### config.mk
export PLATFORM = sky130hd
export DESIGN_NAME = dec_interlock
export DESIGN_NICKNAME = d
export VERILOG_FILES = /design/src/rtl/il_pkg.sv /design/src/rtl/il_class_decode.sv /design/src/rtl/il_conflict.sv /design/src/rtl/il_scoreboard.sv /design/src/rtl/dec_interlock.sv
export SDC_FILE = /design/constraint.sdc
export NUM_CORES = 1
export LEC_CHECK = 0
export ABC_CLOCK_PERIOD_IN_PS = 4000
export CAP_MARGIN = 30
export CORE_UTILIZATION = 56
export CTS_CLUSTER_SIZE = 8
export DETAILED_ROUTE_END_ITERATION = 8
export DONT_BUFFER_PORTS = 1
export GPL_ROUTABILITY_DRIVEN = 0
export PLACE_DENSITY_LB_ADDON = 0.05
export SKIP_CTS_REPAIR_TIMING = 1
export SYNTH_ARGS = -nofsm -noshare
export SYNTH_HDL_FRONTEND = slang
export SYNTH_SLANG_ARGS = --single-unit
### constraint.sdc
create_clock -name clk -period 4 [get_ports clk]
set_input_delay 0.4 -clock clk [delete_from_list [all_inputs] [get_ports clk]]
set_output_delay 0.4 -clock clk [all_outputs]
set_load 0.005 [all_outputs]
### src/rtl/il_pkg.sv
package il_pkg;
    typedef enum logic [2:0] {
        CLS_ADD  = 3'd0,
        CLS_SUB  = 3'd1,
        CLS_ADDI = 3'd2,
        CLS_MUL  = 3'd3,
        CLS_LW   = 3'd4,
        CLS_SW   = 3'd5,
        CLS_BEQ  = 3'd6,
        CLS_NOP  = 3'd7
    } icls_e;

    typedef struct packed {
        logic reads_a;
        logic reads_b;
        logic writes;
        logic is_branch;
    } cls_use_t;

    function automatic cls_use_t cls_usage(input icls_e c);
        cls_use_t u;
        u = '0;
        unique case (c)
            CLS_ADD, CLS_SUB, CLS_MUL: begin
                u.reads_a = 1'b1; u.reads_b = 1'b1; u.writes = 1'b1;
            end
            CLS_ADDI, CLS_LW: begin
                u.reads_a = 1'b1; u.writes = 1'b1;
            end
            CLS_SW: begin
                u.reads_a = 1'b1; u.reads_b = 1'b1;
            end
            CLS_BEQ: begin
                u.reads_a = 1'b1; u.reads_b = 1'b1; u.is_branch = 1'b1;
            end
            default: u = '0;
        endcase
        return u;
    endfunction
endpackage

### src/rtl/il_class_decode.sv
module il_class_decode
    import il_pkg::*;
(
    input  logic [2:0] cls_i,
    input  logic       valid_i,
    output logic       reads_a_o,
    output logic       reads_b_o,
    output logic       writes_o,
    output logic       is_branch_o
);
    cls_use_t use_w;

    always_comb begin
        use_w       = cls_usage(icls_e'(cls_i));
        reads_a_o   = valid_i & use_w.reads_a;
        reads_b_o   = valid_i & use_w.reads_b;
        writes_o    = valid_i & use_w.writes;
        is_branch_o = valid_i & use_w.is_branch;
    end
endmodule

### src/rtl/il_conflict.sv
module il_conflict #(
    parameter int NREG = 32,
    parameter int RW   = $clog2(NREG)
) (
    input  logic [NREG-1:0] busy_i,
    input  logic            reads_a_i,
    input  logic [RW-1:0]   src_a_i,
    input  logic            reads_b_i,
    input  logic [RW-1:0]   src_b_i,
    input  logic            writes_i,
    input  logic [RW-1:0]   dst_i,
    input  logic            wb_valid_i,
    input  logic [RW-1:0]   wb_reg_i,
    output logic            conflict_o
);
    logic [NREG-1:0] pending;
    logic            hit_a;
    logic            hit_b;
    logic            hit_w;

    always_comb begin
        pending = busy_i;
        if (wb_valid_i) pending[wb_reg_i] = 1'b0;
        hit_a      = reads_a_i & pending[src_a_i];
        hit_b      = reads_b_i & pending[src_b_i];
        hit_w      = writes_i  & pending[dst_i];
        conflict_o = hit_a | hit_b | hit_w;
    end
endmodule

### src/rtl/il_scoreboard.sv
module il_scoreboard #(
    parameter int NREG = 32,
    parameter int RW   = $clog2(NREG)
) (
    input  logic            clk,
    input  logic            rst_n,
    input  logic            set_en_i,
    input  logic [RW-1:0]   set_idx_i,
    input  logic            clr_en_i,
    input  logic [RW-1:0]   clr_idx_i,
    output logic [NREG-1:0] busy_o
);
    logic [NREG-1:0] busy_d;
    logic [NREG-1:0] busy_q;

    for (genvar g = 0; g < NREG; g++) begin : g_bit
        if (g == 0) begin : g_zero
            always_comb busy_d[g] = 1'b0;
        end else begin : g_live
            always_comb begin
                busy_d[g] = busy_q[g];
                if (clr_en_i && clr_idx_i == RW'(g)) busy_d[g] = 1'b0;
                if (set_en_i && set_idx_i == RW'(g)) busy_d[g] = 1'b1;
            end
        end
    end

    always_ff @(posedge clk) begin
        if (!rst_n) busy_q <= '0;
        else        busy_q <= busy_d;
    end

    assign busy_o = busy_q;
endmodule

### src/rtl/dec_interlock.sv
module dec_interlock #(
    parameter int NREG = 32,
    parameter int RW   = $clog2(NREG)
) (
    input  logic            clk,
    input  logic            rst_n,
    input  logic            dec_valid,
    input  logic [2:0]      dec_cls,
    input  logic [RW-1:0]   dec_rs,
    input  logic [RW-1:0]   dec_rt,
    input  logic [RW-1:0]   dec_dst,
    input  logic            idex_empty,
    input  logic            wb_valid,
    input  logic [RW-1:0]   wb_reg,
    input  logic            br_resolved,
    output logic            issue,
    output logic            data_stall,
    output logic            br_hold,
    output logic            fetch_freeze,
    output logic            dec_hold,
    output logic [NREG-1:0] busy_vec
);
    typedef struct packed {
        logic br_pend;
    } ctl_t;

    ctl_t ctl_d;
    ctl_t ctl_q;

    logic reads_a, reads_b, writes, is_branch;
    logic conflict;
    logic issue_w;
    logic set_en;
    logic clr_en;

    il_class_decode u_cls (
        .cls_i       (dec_cls),
        .valid_i     (dec_valid),
        .reads_a_o   (reads_a),
        .reads_b_o   (reads_b),
        .writes_o    (writes),
        .is_branch_o (is_branch)
    );

    il_conflict #(.NREG(NREG), .RW(RW)) u_conf (
        .busy_i     (busy_vec),
        .reads_a_i  (reads_a),
        .src_a_i    (dec_rs),
        .reads_b_i  (reads_b),
        .src_b_i    (dec_rt),
        .writes_i   (writes),
        .dst_i      (dec_dst),
        .wb_valid_i (wb_valid),
        .wb_reg_i   (wb_reg),
        .conflict_o (conflict)
    );

    il_scoreboard #(.NREG(NREG), .RW(RW)) u_sb (
        .clk       (clk),
        .rst_n     (rst_n),
        .set_en_i  (set_en),
        .set_idx_i (dec_dst),
        .clr_en_i  (clr_en),
        .clr_idx_i (wb_reg),
        .busy_o    (busy_vec)
    );

    always_comb begin
        issue_w = dec_valid & ~ctl_q.br_pend & idex_empty & ~conflict;
        set_en  = issue_w & writes & (dec_dst != '0);
        clr_en  = wb_valid & (wb_reg != '0);

        ctl_d = ctl_q;
        if (issue_w && is_branch) ctl_d.br_pend = 1'b1;
        else if (br_resolved)     ctl_d.br_pend = 1'b0;
    end

    always_ff @(posedge clk) begin
        if (!rst_n) ctl_q <= '0;
        else        ctl_q <= ctl_d;
    end

    assign issue        = issue_w;
    assign data_stall   = dec_valid & ~ctl_q.br_pend & conflict;
    assign br_hold      = ctl_q.br_pend;
    assign fetch_freeze = ctl_q.br_pend | is_branch;
    assign dec_hold     = ctl_q.br_pend | (dec_valid & ~issue_w);
endmodule

==> reports/summary.md <==
Sequential cells burn 44.8% of the power. The run gives 2.97 ns as the critical path data arrival time. The clock net in this run drives a total of 32 sinks. The via count was 3406. The internal power was 0.0005151 W; the post-layout net count was 397.

The number of clock buffers added by TritonCTS is 5. Number of hold-slack violations in the final timing report: 0. The critical path start-end classification was reg -> out.

Summing internal, switching and leakage power gives 0.0007156 W. The via density per instance came out at 7.776. After synthesis, the netlist uses 72 different library cells. For this design, the slowest cell found on the critical path is a2111oi_0. In this run the power spent charging and discharging nets is 0.0002004 W.

Cells fill 59.05% of the core in the end. The first global-routing pass estimated 16620 microns of wire. For the number of nets in the synthesized netlist, the log shows 422.

The run finished with clean final reports. The H-tree generated during clock tree synthesis spans 2 levels. The final-report max-slew violation count was 0; the number of enable-type register cells in the synthesized netlist was 0. The count of nets left with antenna violations once routing finished came out at 0.

The tools report the capturing element type of the critical path as an output port. The run gives 0 ns as the summed negative setup slack over all endpoints. The first TritonRoute pass finished after 5 iterations.

Across the routed clock network, the largest skew measured is 0.004616 ns. The initial antenna violation count came out at 0. The post-synthesis area per instance works out to 7.727 sq um. The buffer type at the clock tree root is clkbuf_8.

The post-layout minimum cycle time is 3.370 ns, and the number of cells after detailed placement is 431. The violation count after the first detailed-routing iteration was 457. For the total DRC errors in the routed layout, the log shows 0.

The highest fanout seen on the critical path was 16. The worst register-to-register path begins at u_sb.busy_o[27]. Setup repair after global routing left no endpoint under its margin.

Clock latency on the worst-skew pair, taken at its later pin, is 0.29 ns. The actual transition at the worst max-transition pin is 1.158 ns, and the minimum setup slack among reg-to-reg paths is 0.94 ns. Switching share of total power: 28.01%. The tools report the area of the mapped netlist as 3037 sq um. The run gives 438 as the count of non-filler cells in the finished layout.

Sequential cells were found to cover 21.10% of the synthesized design area. Final hold analysis gives a worst-case slack of 0.2349 ns. The run gives 5721 sq um as the floorplan die area. Data on the critical path is required at its endpoint by 3.60 ns. Combinational logic burns 17.6% of the power. From bottom edge to top edge, the die measures 75.64 microns.

The yosys synthesis warning count was 0; the fraction of final layout cells sized beyond drive strength 1 was 11.96%. The power per standard cell area works out to 234.3 nW/um^2. Static timing analysis puts the maximum clock frequency at 296.8 MHz.

The max-capacitance violation count is 0, and the synthesized instance count is 393. The area overhead of the layout relative to synthesis was 0.5769%. In the synthesized netlist the dominant register cell turns out to be dfxtp_1.

The tools report the launch point of the worst hold path as rst_n. The HPWL after detailed placement is 8231 microns. In this run, the clock network consumes 37.6% of the power. The I/O pin count came out at 66. The core region is 5172 sq um. The largest stage delay on the critical path is 1.03 ns.

The number of antenna diodes in the final layout is 0. After detailed routing, the average wire length per cell comes to 25.25 microns. Setup violations remaining at the end of the flow were counted as 0.

The via count of the first global-routing pass is 3160. Counting along the longest clock path gives a buffer depth of 2. Clock-pin slew was measured on the worst setup and hold paths at 0.06 ns.

The static leakage power came out at 0.9515 nW. Initial core utilization: 58.71%. TritonCTS built the clock tree. In this run the tightest slew margin relative to its limit is 20.79%.

The path with the worst hold slack has its endpoint at u_sb.busy_o[8]. In this run the critical register-to-register path is captured at u_sb.busy_o[13]. The run gives 39.94% as the total routing usage reported by global routing. The critical path goes through mux2_2 > o311ai_1 > a2111oi_0 > o2111a_1 > a211oi_2 > nand4_4 > and3b_1. The worst setup path is launched from a flop. The worst hold path passes through 2 cells. For the worst flop-to-flop path, the logic depth is 8.

The ratio of final minimum period to clock period works out to 84.24%. Synthesis inferred 32 register bits. The final layout contains routed wiring with a total length of 11060 microns. The class of the most critical hold timing path was in -> reg.

The number of I/O port buffers is 0, and the maximum VDD drop is 0.2435 mV. After floorplanning, the core was divided into 26 placement rows. The tools report the pin count of the biggest net entering global routing as 23. Sum of overflow across all layers after global routing: 0. In the synthesized netlist the async set-or-reset flop fraction comes to 0%. The die is 75.64 microns wide.
==> power groups by stage <==
stage                     Combinational, W  Sequential (W)  Clock, W
final                             0.000126        0.000321  0.000269
after global routing              0.000133        0.000321  0.000285
after CTS                         0.000121        0.000321  0.000269
after detailed placement          0.000121        0.000328         0
after global placement            0.000121        0.000328         0
after floorplan                   0.000127        0.000327         0
==> flip-flops by register name (all words and copies together), names as in the netlist <==
| name | flops |
|---|---|
| br_hold | 1 |
| u_sb.busy_o | 31 |
==> synth_stat cells, drive strengths merged, types with 4 or more instances <==
cell	instances	area (sq um)
nand2b	8	50.05
nand4b	4	47.55
dfxtp	32	640.6
clkbuf	15	56.30
a2111oi	4	53.81
o21ai	29	145.1
o211ai	20	150.1
or2	21	131.4
nand4	9	71.32
o2111ai	6	52.55
nand3	13	65.06
inv	11	41.29
mux2i	16	160.2
a211oi	6	50.05
nor3	12	60.06
a21oi	8	40.04
mux2	7	78.83
o31ai	24	185.2
nor2	22	82.58
nor2b	6	37.54
a32oi	4	35.03
nand2	30	115.1
o311ai	5	43.80
buf	18	117.6
==> placed cells by master, fill, tap and decap left out, drive strengths merged, types with 4 or more instances in the layout <==
cell	instances
nand4	9
nand3	13
a32oi	4
nand2	30
or2	21
a2111oi	4
dfxtp	32
nor2	22
inv	11
nand4b	4
o2111ai	6
clkbuf	7
o211ai	20
a21oi	8
o31ai	24
nor2b	6
o311ai	5
mux2	7
o21ai	29
a211oi	6
mux2i	16
nand2b	8
nor3	12
==> area by class of cell <==
cell class	count	area (sq um)
well taps	70	87.58
multi-input cells	316	2177
repair buffers	1	7.507
flip-flops and latches	32	640.6
fillers	477	2118
clock buffers	7	96.34
inverters	12	45.04
==> logic make-up (layout without fill, tap and decap cells) <==
logic type             Yosys count  count (layout)  share of synthesized area (%)
AND/OR/NAND/NOR                150             150                          28.80
AO/OA/AOI/OAI                  137             137                          33.46
buffers and inverters           45              20                          7.210
flip-flops                      32              32                          21.10
multiplexers                    23              23                          7.870
XOR/XNOR                         5               5                          1.442
other                            1               1                         0.1235
==> stage by stage <==
stage	setup slack [ns]	cell area, sq um
6_report	0.6303	3054
5_1_grt	0.6281	3054
4_1_cts	0.8238	3054
3_5_place_dp	0.9768	2958
3_3_place_gp	0.9980	2958
2_1_floorplan	1.324	3037
==> worst max-delay path: cells and delay by family (launching register included) <==
family           cells  cell delay, ns
AND/OR/NAND/NOR      2            0.46
multiplexers         1            0.23
AO/OA/AOI/OAI        4            1.52
flip-flops           1            0.47
==> routing by layer <==
layer	global-route usage [%]	routed length, microns	up-vias
li1	-	-	1476
met1	50.89	4166	1539
met2	59.03	4849	329
met3	14.02	1549	62
met4	21.81	492	0
met5	0	0	-
==> worst max-delay path by stage <==
stage,startpoint,endpoint,cells after the start
after floorplan,wb_reg[3],dec_hold,10
after global placement,wb_reg[2],data_stall,7
after detailed placement,wb_reg[2],data_stall,7
after CTS,u_sb.busy_o[25],data_stall,7
after global routing,u_sb.busy_o[27],data_stall,7
final,u_sb.busy_o[27],data_stall,7
Note: power is estimated with default switching activity, not from simulation.
